File: src/rtl/gpio_pkg.sv
package gpio_pkg;

  typedef enum logic [1:0] {
    TRIG_OFF   = 2'd0,
    TRIG_LEVEL = 2'd1,
    TRIG_ONE   = 2'd2,
    TRIG_BOTH  = 2'd3
  } trig_e;

  // configuration word, bit 0 at the bottom
  typedef struct packed {
    logic  ts_flag;
    logic  irq_en;
    logic  db_en;
    logic  pol;
    trig_e trig;
    logic  dir_out;
    logic  en;
  } cfg_t;

  localparam int CFG_W = 8;

  // word index inside a pin window (byte offset / 4)
  localparam logic [2:0] W_CFG = 3'd0;
  localparam logic [2:0] W_DB  = 3'd1;
  localparam logic [2:0] W_IN  = 3'd2;
  localparam logic [2:0] W_FLT = 3'd3;
  localparam logic [2:0] W_OV  = 3'd4;
  localparam logic [2:0] W_CLR = 3'd5;

endpackage

File: src/rtl/gpio_filter.sv
module gpio_filter #(
  parameter int DB_W = 8
) (
  input  logic            clk,
  input  logic            rst,
  input  logic            pad,
  input  logic            tick,
  input  logic            db_en,
  input  logic [DB_W-1:0] thr,
  output logic            lvl
);

  logic            s1, s2;
  logic [DB_W-1:0] cnt;
  logic [DB_W:0]   cnt_nx;
  logic            db_on;

  assign db_on  = db_en && (thr != '0);
  assign cnt_nx = {1'b0, cnt} + {{DB_W{1'b0}}, 1'b1};

  always_ff @(posedge clk) begin
    if (rst) begin
      s1  <= 1'b0;
      s2  <= 1'b0;
      lvl <= 1'b0;
      cnt <= '0;
    end else begin
      s1 <= pad;
      s2 <= s1;
      if (!db_on) begin
        lvl <= s2;
        cnt <= '0;
      end else if (s2 == lvl) begin
        cnt <= '0;
      end else if (tick) begin
        if (cnt_nx >= {1'b0, thr}) begin
          lvl <= s2;
          cnt <= '0;
        end else begin
          cnt <= cnt_nx[DB_W-1:0];
        end
      end
    end
  end

  AST_DB_HOLD: assert property (@(posedge clk) disable iff (rst)
    (db_on && !tick) |=> $stable(lvl));

endmodule

File: src/rtl/gpio_event.sv
module gpio_event
  import gpio_pkg::*;
(
  input  logic  clk,
  input  logic  rst,
  input  logic  lvl,
  input  logic  en,
  input  trig_e trig,
  input  logic  pol,
  input  logic  clr,
  output logic  st
);

  logic lvl_d, rise, fall, fire, edge_mode;

  assign rise      = lvl & ~lvl_d;
  assign fall      = ~lvl & lvl_d;
  assign edge_mode = (trig == TRIG_ONE) || (trig == TRIG_BOTH);

  always_comb begin
    case (trig)
      TRIG_ONE:  fire = en & (pol ? rise : fall);
      TRIG_BOTH: fire = en & (rise | fall);
      default:   fire = 1'b0;
    endcase
  end

  always_ff @(posedge clk) begin
    if (rst) begin
      lvl_d <= 1'b0;
      st    <= 1'b0;
    end else begin
      lvl_d <= lvl;
      case (trig)
        TRIG_OFF:   st <= 1'b0;
        TRIG_LEVEL: st <= en & (lvl == pol);
        default: begin
          if (fire)     st <= 1'b1;
          else if (clr) st <= 1'b0;
        end
      endcase
    end
  end

  AST_EDGE_LATCH: assert property (@(posedge clk) disable iff (rst)
    (edge_mode && st && !clr) |=> st);
  AST_CLEAR_DROPS: assert property (@(posedge clk) disable iff (rst)
    (edge_mode && st && clr && !fire) |=> !st);
  AST_OFF_QUIET: assert property (@(posedge clk) disable iff (rst)
    (trig == TRIG_OFF) |=> !st);

endmodule

File: src/rtl/gpio_pin.sv
module gpio_pin
  import gpio_pkg::*;
#(
  parameter int DB_W   = 8,
  parameter int DATA_W = 32
) (
  input  logic              clk,
  input  logic              rst,
  input  logic              wr,
  input  logic [2:0]        word,
  input  logic [CFG_W-1:0]  wd,
  input  logic              pad,
  input  logic              tick,
  output logic              oe,
  output logic              dout,
  output logic              req,
  output logic [DATA_W-1:0] rword
);

  cfg_t            cfg;
  logic [DB_W-1:0] thr;
  logic            flt, ov, lvl, st, clr;

  always_ff @(posedge clk) begin
    if (rst) begin
      cfg <= '0;
      thr <= '0;
      flt <= 1'b1;
      ov  <= 1'b0;
    end else if (wr) begin
      case (word)
        W_CFG:   cfg <= cfg_t'(wd);
        W_DB:    thr <= wd[DB_W-1:0];
        W_FLT:   flt <= wd[0];
        W_OV:    ov  <= wd[0];
        default: ;
      endcase
    end
  end

  assign clr = wr && (word == W_CLR) && wd[0];

  gpio_filter #(.DB_W(DB_W)) u_filt (
    .clk   (clk),
    .rst   (rst),
    .pad   (pad),
    .tick  (tick),
    .db_en (cfg.db_en),
    .thr   (thr),
    .lvl   (lvl)
  );

  gpio_event u_evt (
    .clk  (clk),
    .rst  (rst),
    .lvl  (lvl),
    .en   (cfg.en),
    .trig (cfg.trig),
    .pol  (cfg.pol),
    .clr  (clr),
    .st   (st)
  );

  assign oe   = cfg.en & cfg.dir_out & ~flt;
  assign dout = ov;
  assign req  = st & cfg.irq_en;

  always_comb begin
    rword = '0;
    case (word)
      W_CFG:   rword[CFG_W-1:0] = cfg;
      W_DB:    rword[DB_W-1:0]  = thr;
      W_IN:    rword[0]         = cfg.dir_out ? ov : lvl;
      W_FLT:   rword[0]         = flt;
      W_OV:    rword[0]         = ov;
      default: ;
    endcase
  end

endmodule

File: src/rtl/gpio_ctl.sv
module gpio_ctl
  import gpio_pkg::*;
#(
  parameter int N_PORTS       = 2,
  parameter int PINS_PER_PORT = 4,
  parameter int ADDR_W        = 12,
  parameter int DATA_W        = 32,
  parameter int DB_W          = 8,
  localparam int N_PINS       = N_PORTS * PINS_PER_PORT
) (
  input  logic              clk,
  input  logic              rst,
  input  logic [ADDR_W-1:0] addr,
  input  logic [DATA_W-1:0] wdata,
  input  logic              we,
  output logic [DATA_W-1:0] rdata,
  input  logic              ms_tick,
  input  logic [N_PINS-1:0] pin_in,
  output logic [N_PINS-1:0] pin_out,
  output logic [N_PINS-1:0] pin_oe,
  output logic [N_PINS-1:0] irq
);

  localparam int PORT_W = ADDR_W - 9;

  logic [PORT_W-1:0] a_port;
  logic [3:0]        a_pin;
  logic [2:0]        a_word;
  logic              hit;
  logic [N_PINS-1:0] sel;
  logic [DATA_W-1:0] rword [N_PINS];
  logic [DATA_W-1:0] rd_nx;
  logic              unused_bits;

  assign a_port = addr[ADDR_W-1:9];
  assign a_pin  = addr[8:5];
  assign a_word = addr[4:2];
  assign hit    = (int'(a_port) < N_PORTS) && (int'(a_pin) < PINS_PER_PORT)
                  && (a_word <= W_CLR);
  assign unused_bits = ^{addr[1:0], wdata[DATA_W-1:CFG_W]};

  for (genvar i = 0; i < N_PINS; i++) begin : g_pin
    assign sel[i] = hit && (int'(a_port) == i / PINS_PER_PORT)
                        && (int'(a_pin) == i % PINS_PER_PORT);
    gpio_pin #(.DB_W(DB_W), .DATA_W(DATA_W)) u_pin (
      .clk   (clk),
      .rst   (rst),
      .wr    (we && sel[i]),
      .word  (a_word),
      .wd    (wdata[CFG_W-1:0]),
      .pad   (pin_in[i]),
      .tick  (ms_tick),
      .oe    (pin_oe[i]),
      .dout  (pin_out[i]),
      .req   (irq[i]),
      .rword (rword[i])
    );
  end

  always_comb begin
    rd_nx = '0;
    for (int i = 0; i < N_PINS; i++) begin
      if (sel[i]) rd_nx = rword[i];
    end
  end

  always_ff @(posedge clk) begin
    if (rst) rdata <= '0;
    else     rdata <= rd_nx;
  end

  AST_UNMAPPED_READ: assert property (@(posedge clk) disable iff (rst)
    !hit |=> (rdata == '0));
  AST_ONE_SELECT: assert property (@(posedge clk) disable iff (rst)
    $onehot0(sel));

endmodule

File: config.mk
export PLATFORM = sky130hd
export DESIGN_NAME = gpio_ctl
export DESIGN_NICKNAME = d
export VERILOG_FILES = /design/src/rtl/gpio_pkg.sv /design/src/rtl/gpio_filter.sv /design/src/rtl/gpio_event.sv /design/src/rtl/gpio_pin.sv /design/src/rtl/gpio_ctl.sv
export SDC_FILE = /design/constraint.sdc
export NUM_CORES = 1
export LEC_CHECK = 0
export BUFFER_PORTS_ARGS = -buffer_cell sky130_fd_sc_hd__buf_2
export CORE_ASPECT_RATIO = 0.6
export CORE_UTILIZATION = 31
export DETAILED_ROUTE_END_ITERATION = 8
export GPL_TIMING_DRIVEN = 0
export PLACE_DENSITY_LB_ADDON = 0.12
export SLEW_MARGIN = 10
export SYNTH_ARGS = -nofsm -noshare
export SYNTH_HDL_FRONTEND = slang
export SYNTH_SLANG_ARGS = --single-unit
File: constraint.sdc
create_clock -name clk -period 3.5 [get_ports clk]
set_clock_uncertainty 0.2 [all_clocks]
set_input_delay 0.7 -clock clk [delete_from_list [all_inputs] [get_ports clk]]
set_output_delay 0.7 -clock clk [all_outputs]
set_load 0.01 [all_outputs]
* Word level (Yosys, flattened, before mapping) *
Index checks and enable logic that the tools add are counted.

word-level totals
  word-level logic and storage cells = 558
  register bits after elaboration = 280

operators by class
  mux-type cells = 112
  reduce and logical (&&, ||, !) cells = 120
  $add $sub $neg = 8
  magnitude comparators = 11
  bitwise gates (word level) = 104
  equal/unequal tests = 73

operators with widths
  kind                                                                   number
  8-bit two-way mux                                                      16
  7-bit one-hot mux with 2 select lines                                  8
  8-bit by 1-bit adder with 9-bit output, second input constant          8
  9-bit by 8-bit >= comparator with 1-bit output                         8
  1-bit bitwise AND                                                      64
  1-bit two-way mux                                                      64
  2-bit AND reduction                                                    32
  8-bit nonzero test                                                     8
  1-bit logical AND                                                      44
  1-bit one-hot mux with 5 select lines                                  8
  2-bit equality test, second input constant                             16
  2-bit != test, second input constant                                   16
  1-bit NOT                                                              32
  1-bit one-hot mux with 2 select lines                                  16
  4-bit nonzero test                                                     8
  3-bit AND reduction                                                    8
  3-bit OR reduction                                                     8
  1-bit equality test                                                    16
  2-bit by 1-bit equality test with 1-bit output, second input constant  8
  2-bit logical NOT                                                      8
  2-bit by 1-bit != test with 1-bit output, second input constant        8
  3-bit by 2-bit equality test with 1-bit output, second input constant  3
  4-bit by 3-bit equality test with 1-bit output, second input constant  2
  1-bit OR                                                               8
  9 further kinds                                                        11

* Longest topological paths before layout *
  depth after elaboration = 13
  gate-level depth with buffers = 12
  mapped depth without buffers = 12

* By module *
From an unflattened synthesis, not the netlist that was laid out.

unflattened totals
  cell total of the unflattened synthesis = 2266
  area total of the unflattened synthesis = 19478.7 um2

by module, submodules not included
  module       instances  cells an instance  area an instance (um2)
  gpio_pin     8          132                1096.1
  gpio_filter  8          97                 838.3
  gpio_ctl     1          322                2892.8
  gpio_event   8          14                 138.9

* Worst setup path before layout *
No wires, ideal clock.

  kind = reg-to-reg
  from = register g_pin[6].u_pin.u_filt.cnt[0]
  to = register g_pin[6].u_pin.u_filt.cnt[3]
  setup time = 0.079 ns
  slack = 0.378 ns
  period minus slack after synthesis = 3.122 ns
  data required time = 3.221 ns
  stages on the path, launching flop included = 13
  arrival = 2.843 ns
  cell sequence = dfxtp_1 -> ha_1 -> nand3_1 -> or2_2 -> xnor2_1 -> ha_1 -> nand3_1 -> nor2_1 -> o21a_1 -> nor3_1 -> or3b_4 -> or4_1 -> o211ai_1

between the ends
  longest elaborated chain between the ends = 3

RTL lines
  element                                         line               text
  start, declared                                 gpio_filter.sv:14  logic [DB_W-1:0] cnt;
  start signal, assigned                          gpio_filter.sv:40  cnt <= cnt_nx[DB_W-1:0];
  8-bit by 1-bit adder with 9-bit output *        gpio_filter.sv:19  assign cnt_nx = {1'b0, cnt} + {{DB_W{1'b0}}, 1'b1};
  9-bit by 8-bit >= comparator with 1-bit output  gpio_filter.sv:36  if (cnt_nx >= {1'b0, thr}) begin
  8-bit two-way mux *                             gpio_filter.sv:36

Mark *: on every way between the ends. The rest lies on a longest branch, timed or not.
A chain may end at the register's enable or synchronous reset.

* Final worst setup path *
  from = register g_pin[1].u_pin.u_filt.cnt[0]
  to = register g_pin[1].u_pin.u_filt.cnt[4]

between the ends
  longest elaborated chain between the ends = 3

RTL lines
  element                                         line
  start, declared                                 gpio_filter.sv:14
  start signal, assigned                          gpio_filter.sv:40
  8-bit by 1-bit adder with 9-bit output *        gpio_filter.sv:19
  9-bit by 8-bit >= comparator with 1-bit output  gpio_filter.sv:36
  8-bit two-way mux *                             gpio_filter.sv:36

Marked as above.

==> impl_metrics.yaml <==
layout:
  n_fill_cell: 5021
  area_delta_synth_final_pct: 14.7
  drive_above_1_share: 0.119
  layout.cells.non_filler: 2650
  layout.nets: 2142
synthesis:
  synth_enable_flop_cells: 0
  yosys.area.top_type_share: 0.343
  synth_xor_area_frac: 0.0364
  netlist_instances: 1891
  yosys.area_share.adder: 0.0737
  synth_top_family_by_area: "simple AND/OR/NAND/NOR gates"
  yosysTopAreaCell: "dfxtp_1"
  syn_avg_cell_area_sq_um: 7.90
  synth_seq_cells: 256
  synth_cell_types: 70
  seq_area_frac_synth: 0.343
  synth_area_sq_um: 14900
  ys_async_sr_fraction: 0
  synthFlopType: "dfxtp_1"
  yosysWarnings: 0
  muxShareOfSynthArea: 0.0570
  synth-compound-area-share: 0.177
  synth.area.top_cells: "dfxtp_1, ha_1, a21oi_1, nand2_1, nand3_1"
  synthSimpleGateAreaFrac: 0.236
die:
  core_sq_um: 46900
  ios: 112
  chipHeight_um: 172
  initial_core_util: 0.318
  die_area_sq_um: 49100
  placementRows: 61
  die_x_um: 285
clocking:
  clkSlewWorstSetupHoldPaths_ps: 70
  cts.htree.levels: 1
  clk_latency_ps: 580
  ctsHoldBuffers: 0
  cts-buffers-inserted: 27
  cts_tree: "yes"
  clk_path_buf_depth: 3
  cts_root_buf: "clkbuf_16"
  clock-sinks: 256
route:
  wirelength_um: 60700
  drt-wirelength-per-cell_um: 22.9
  dr_total_vias: 14519
  drt_iter0_drc: 1733
  ant_nets: 0
  viasPerCell: 5.48
  drt_pass1_iterations: 5
  drcViolationCount: 0
timing:
  fmax_ghz: 0.299
  period_needed_ps: 3340
  worst_slack_ps: 156
  slew_headroom: 0.194
  drv_slew: 0
  fin_setup_tns_ps: 0
  period_share: 0.956
  setup_viol: 0
  hold_violations: 0
  tightest_slew_ps: 1210
placed_design:
  hpwl_um: 47200
  place_congestion: 1.01
  numPortBuffers: 49
  dp_cells: 2593
  preCtsSetupSlack_ps: -258
grt:
  grt_pass1_wl_um: 87500
  grt_start_max_net_pins: 15
  antenna_found_initial: 3
  grt_pass1_vias: 13054
  globalRouteOverflowTotal: 0
  grt_usage: 0.242
pwr:
  switching_share: 0.261
  p_int_uw: 4810
  power_density_nw_per_um2: 379
  switchingPower_uw: 1690
  leakagePower_uw: 0.00624
  power_frac_comb: 0.066
  pwr-share-clk: 0.482
  vdd_drop_max_v: 0.000334
  total_power_uw: 6500
  p_seq_frac: 0.452
critical_path:
  end_kind: "flip-flop"
  reg2reg_slack_ps: 160
  start_kind: "flip-flop"
  critPathRequiredTime_ps: 3780
  setup.worst_path.class: "reg2reg"
  cp.arrival_ps: 3630
  crit_fanout: 10
run:
  maxCapViolations: 0
run_status:
  status: "completed"
min_path:
  hold_path.class: "in2reg"
power groups by stage:
stage                     clock network, uW  logic [uW]  registers, uW
final                                  3130         430           2940
after global routing                   3300         445           2940
after CTS                              3180         409           2940
after detailed placement                  0         408           3010
after global placement                    0         408           3010
after floorplan                           0         226           3000
worst max-delay path, cell delays in order (launching register included):
cell      delay, ps
dfxtp_1         410
and3_1          250
and3_1          260
xor2_1          190
ha_1            270
a21o_1          160
a21o_1          180
a221oi_2        270
o31ai_2         200
or2_1           320
or3b_1          390
a21oi_1         130
cells by family after synthesis:
family	count (synthesis)
simple gates	714
buf+inv	249
fa+ha+maj	88
mux	83
compound gates	438
other cells	1
xor+xnor	62
flops	256
area by class of cell:
type,instances,area [sq um],share of cell area
repair buffers,55,290,0.0169
plain buffers,167,841,0.0491
flip-flops and latches,256,5130,0.299
diodes,1,2.50,0.000146
inverters,82,308,0.0180
multi-input cells,1409,8850,0.517
well taps,630,788,0.0460
clock inverters,17,198,0.0115
clock buffers,33,728,0.0425
state kept, by name, summed over array words and instances, names as in the netlist:
name	count
g_pin.u_pin.cfg	64
g_pin.u_pin.dout	8
g_pin.u_pin.flt	8
g_pin.u_pin.thr	64
g_pin.u_pin.u_evt.lvl_d	8
g_pin.u_pin.u_evt.st	8
g_pin.u_pin.u_filt.cnt	64
g_pin.u_pin.u_filt.lvl	8
g_pin.u_pin.u_filt.s1	8
g_pin.u_pin.u_filt.s2	8
rdata	8
Yosys cell counts, types with 6 or more instances:
library cell  instances
nor4_1                8
a21oi_1             202
o21ai_0              90
a21o_1               20
mux2_2               16
dfxtp_1             256
xnor2_1              36
clkbuf_1             77
a211oi_1             15
or3b_1               15
ha_1                 88
inv_1                82
nor2_1              101
and3_1               17
nand2b_1             10
o211ai_1             11
nand3b_1              8
nor3_1               17
and3_4                6
nor3b_1               6
a31oi_1              20
a311o_1               8
or3_1                19
mux2i_1              67
buf_2                22
or4_1                13
o22ai_1              11
nand4_1              19
a21boi_0              9
and2_1               17
nand2_1             240
a221oi_1             10
buf_4                49
nand3_1             167
xor2_1               26
buf_1                17
nor2b_1              30
per-layer routing:
layer  wire, um  track usage  vias to the layer above
met4        721       0.0351                        2
met3       6230       0.0690                       45
met2      23000        0.323                      578
li1           -            -                     6807
met5         75       0.0120                        -
met1      30700        0.376                     7087
placed cells by master, fill, tap and decap left out, types with 10 or more instances in the layout:
cell       count
a211oi_1      15
a21o_1        20
a21oi_1      202
a31oi_1       20
and2_1        17
and3_1        15
buf_1         17
buf_2         71
buf_4         55
clkbuf_1      80
clkbuf_16     27
conb_1        24
dfxtp_1      254
ha_1          86
inv_1         82
mux2_2        16
mux2i_1       67
nand2_1      240
nand2b_1      10
nand3_1      163
nand4_1       19
nor2_1        96
nor2b_1       30
nor3_1        17
o211ai_1      11
o21ai_0       90
o22ai_1       11
or3_1         19
or3b_1        15
or4_1         13
xnor2_1       36
xor2_1        26
repair_timing:
item	4_1_cts	5_1_grt
buffers inserted	0	6
gates resized for setup	0	24
setup endpoints to repair	0	41
through the flow:
step           instance area, sq um  utilization  hold WS, ps
4_1_cts                       17000        0.362          110
3_5_place_dp                  16100        0.342          226
3_3_place_gp                  16100        0.342          229
5_1_grt                       17100        0.365          124
2_1_floorplan                 15000            -          214
6_report                      17100        0.365          127
worst paths after layout:
path / depth (start not counted) / start / end
setup / recovery: 11 / g_pin[1].u_pin.u_filt.cnt[0] / g_pin[1].u_pin.u_filt.cnt[4]
setup reg to reg: 11 / g_pin[1].u_pin.u_filt.cnt[0] / g_pin[1].u_pin.u_filt.cnt[4]
hold / removal: 2 / pin_in[3] / g_pin[3].u_pin.u_filt.s1
hold reg to reg: 1 / g_pin[2].u_pin.u_filt.s1 / g_pin[2].u_pin.u_filt.s2
No activity file was read; power rests on OpenSTA's default activity.
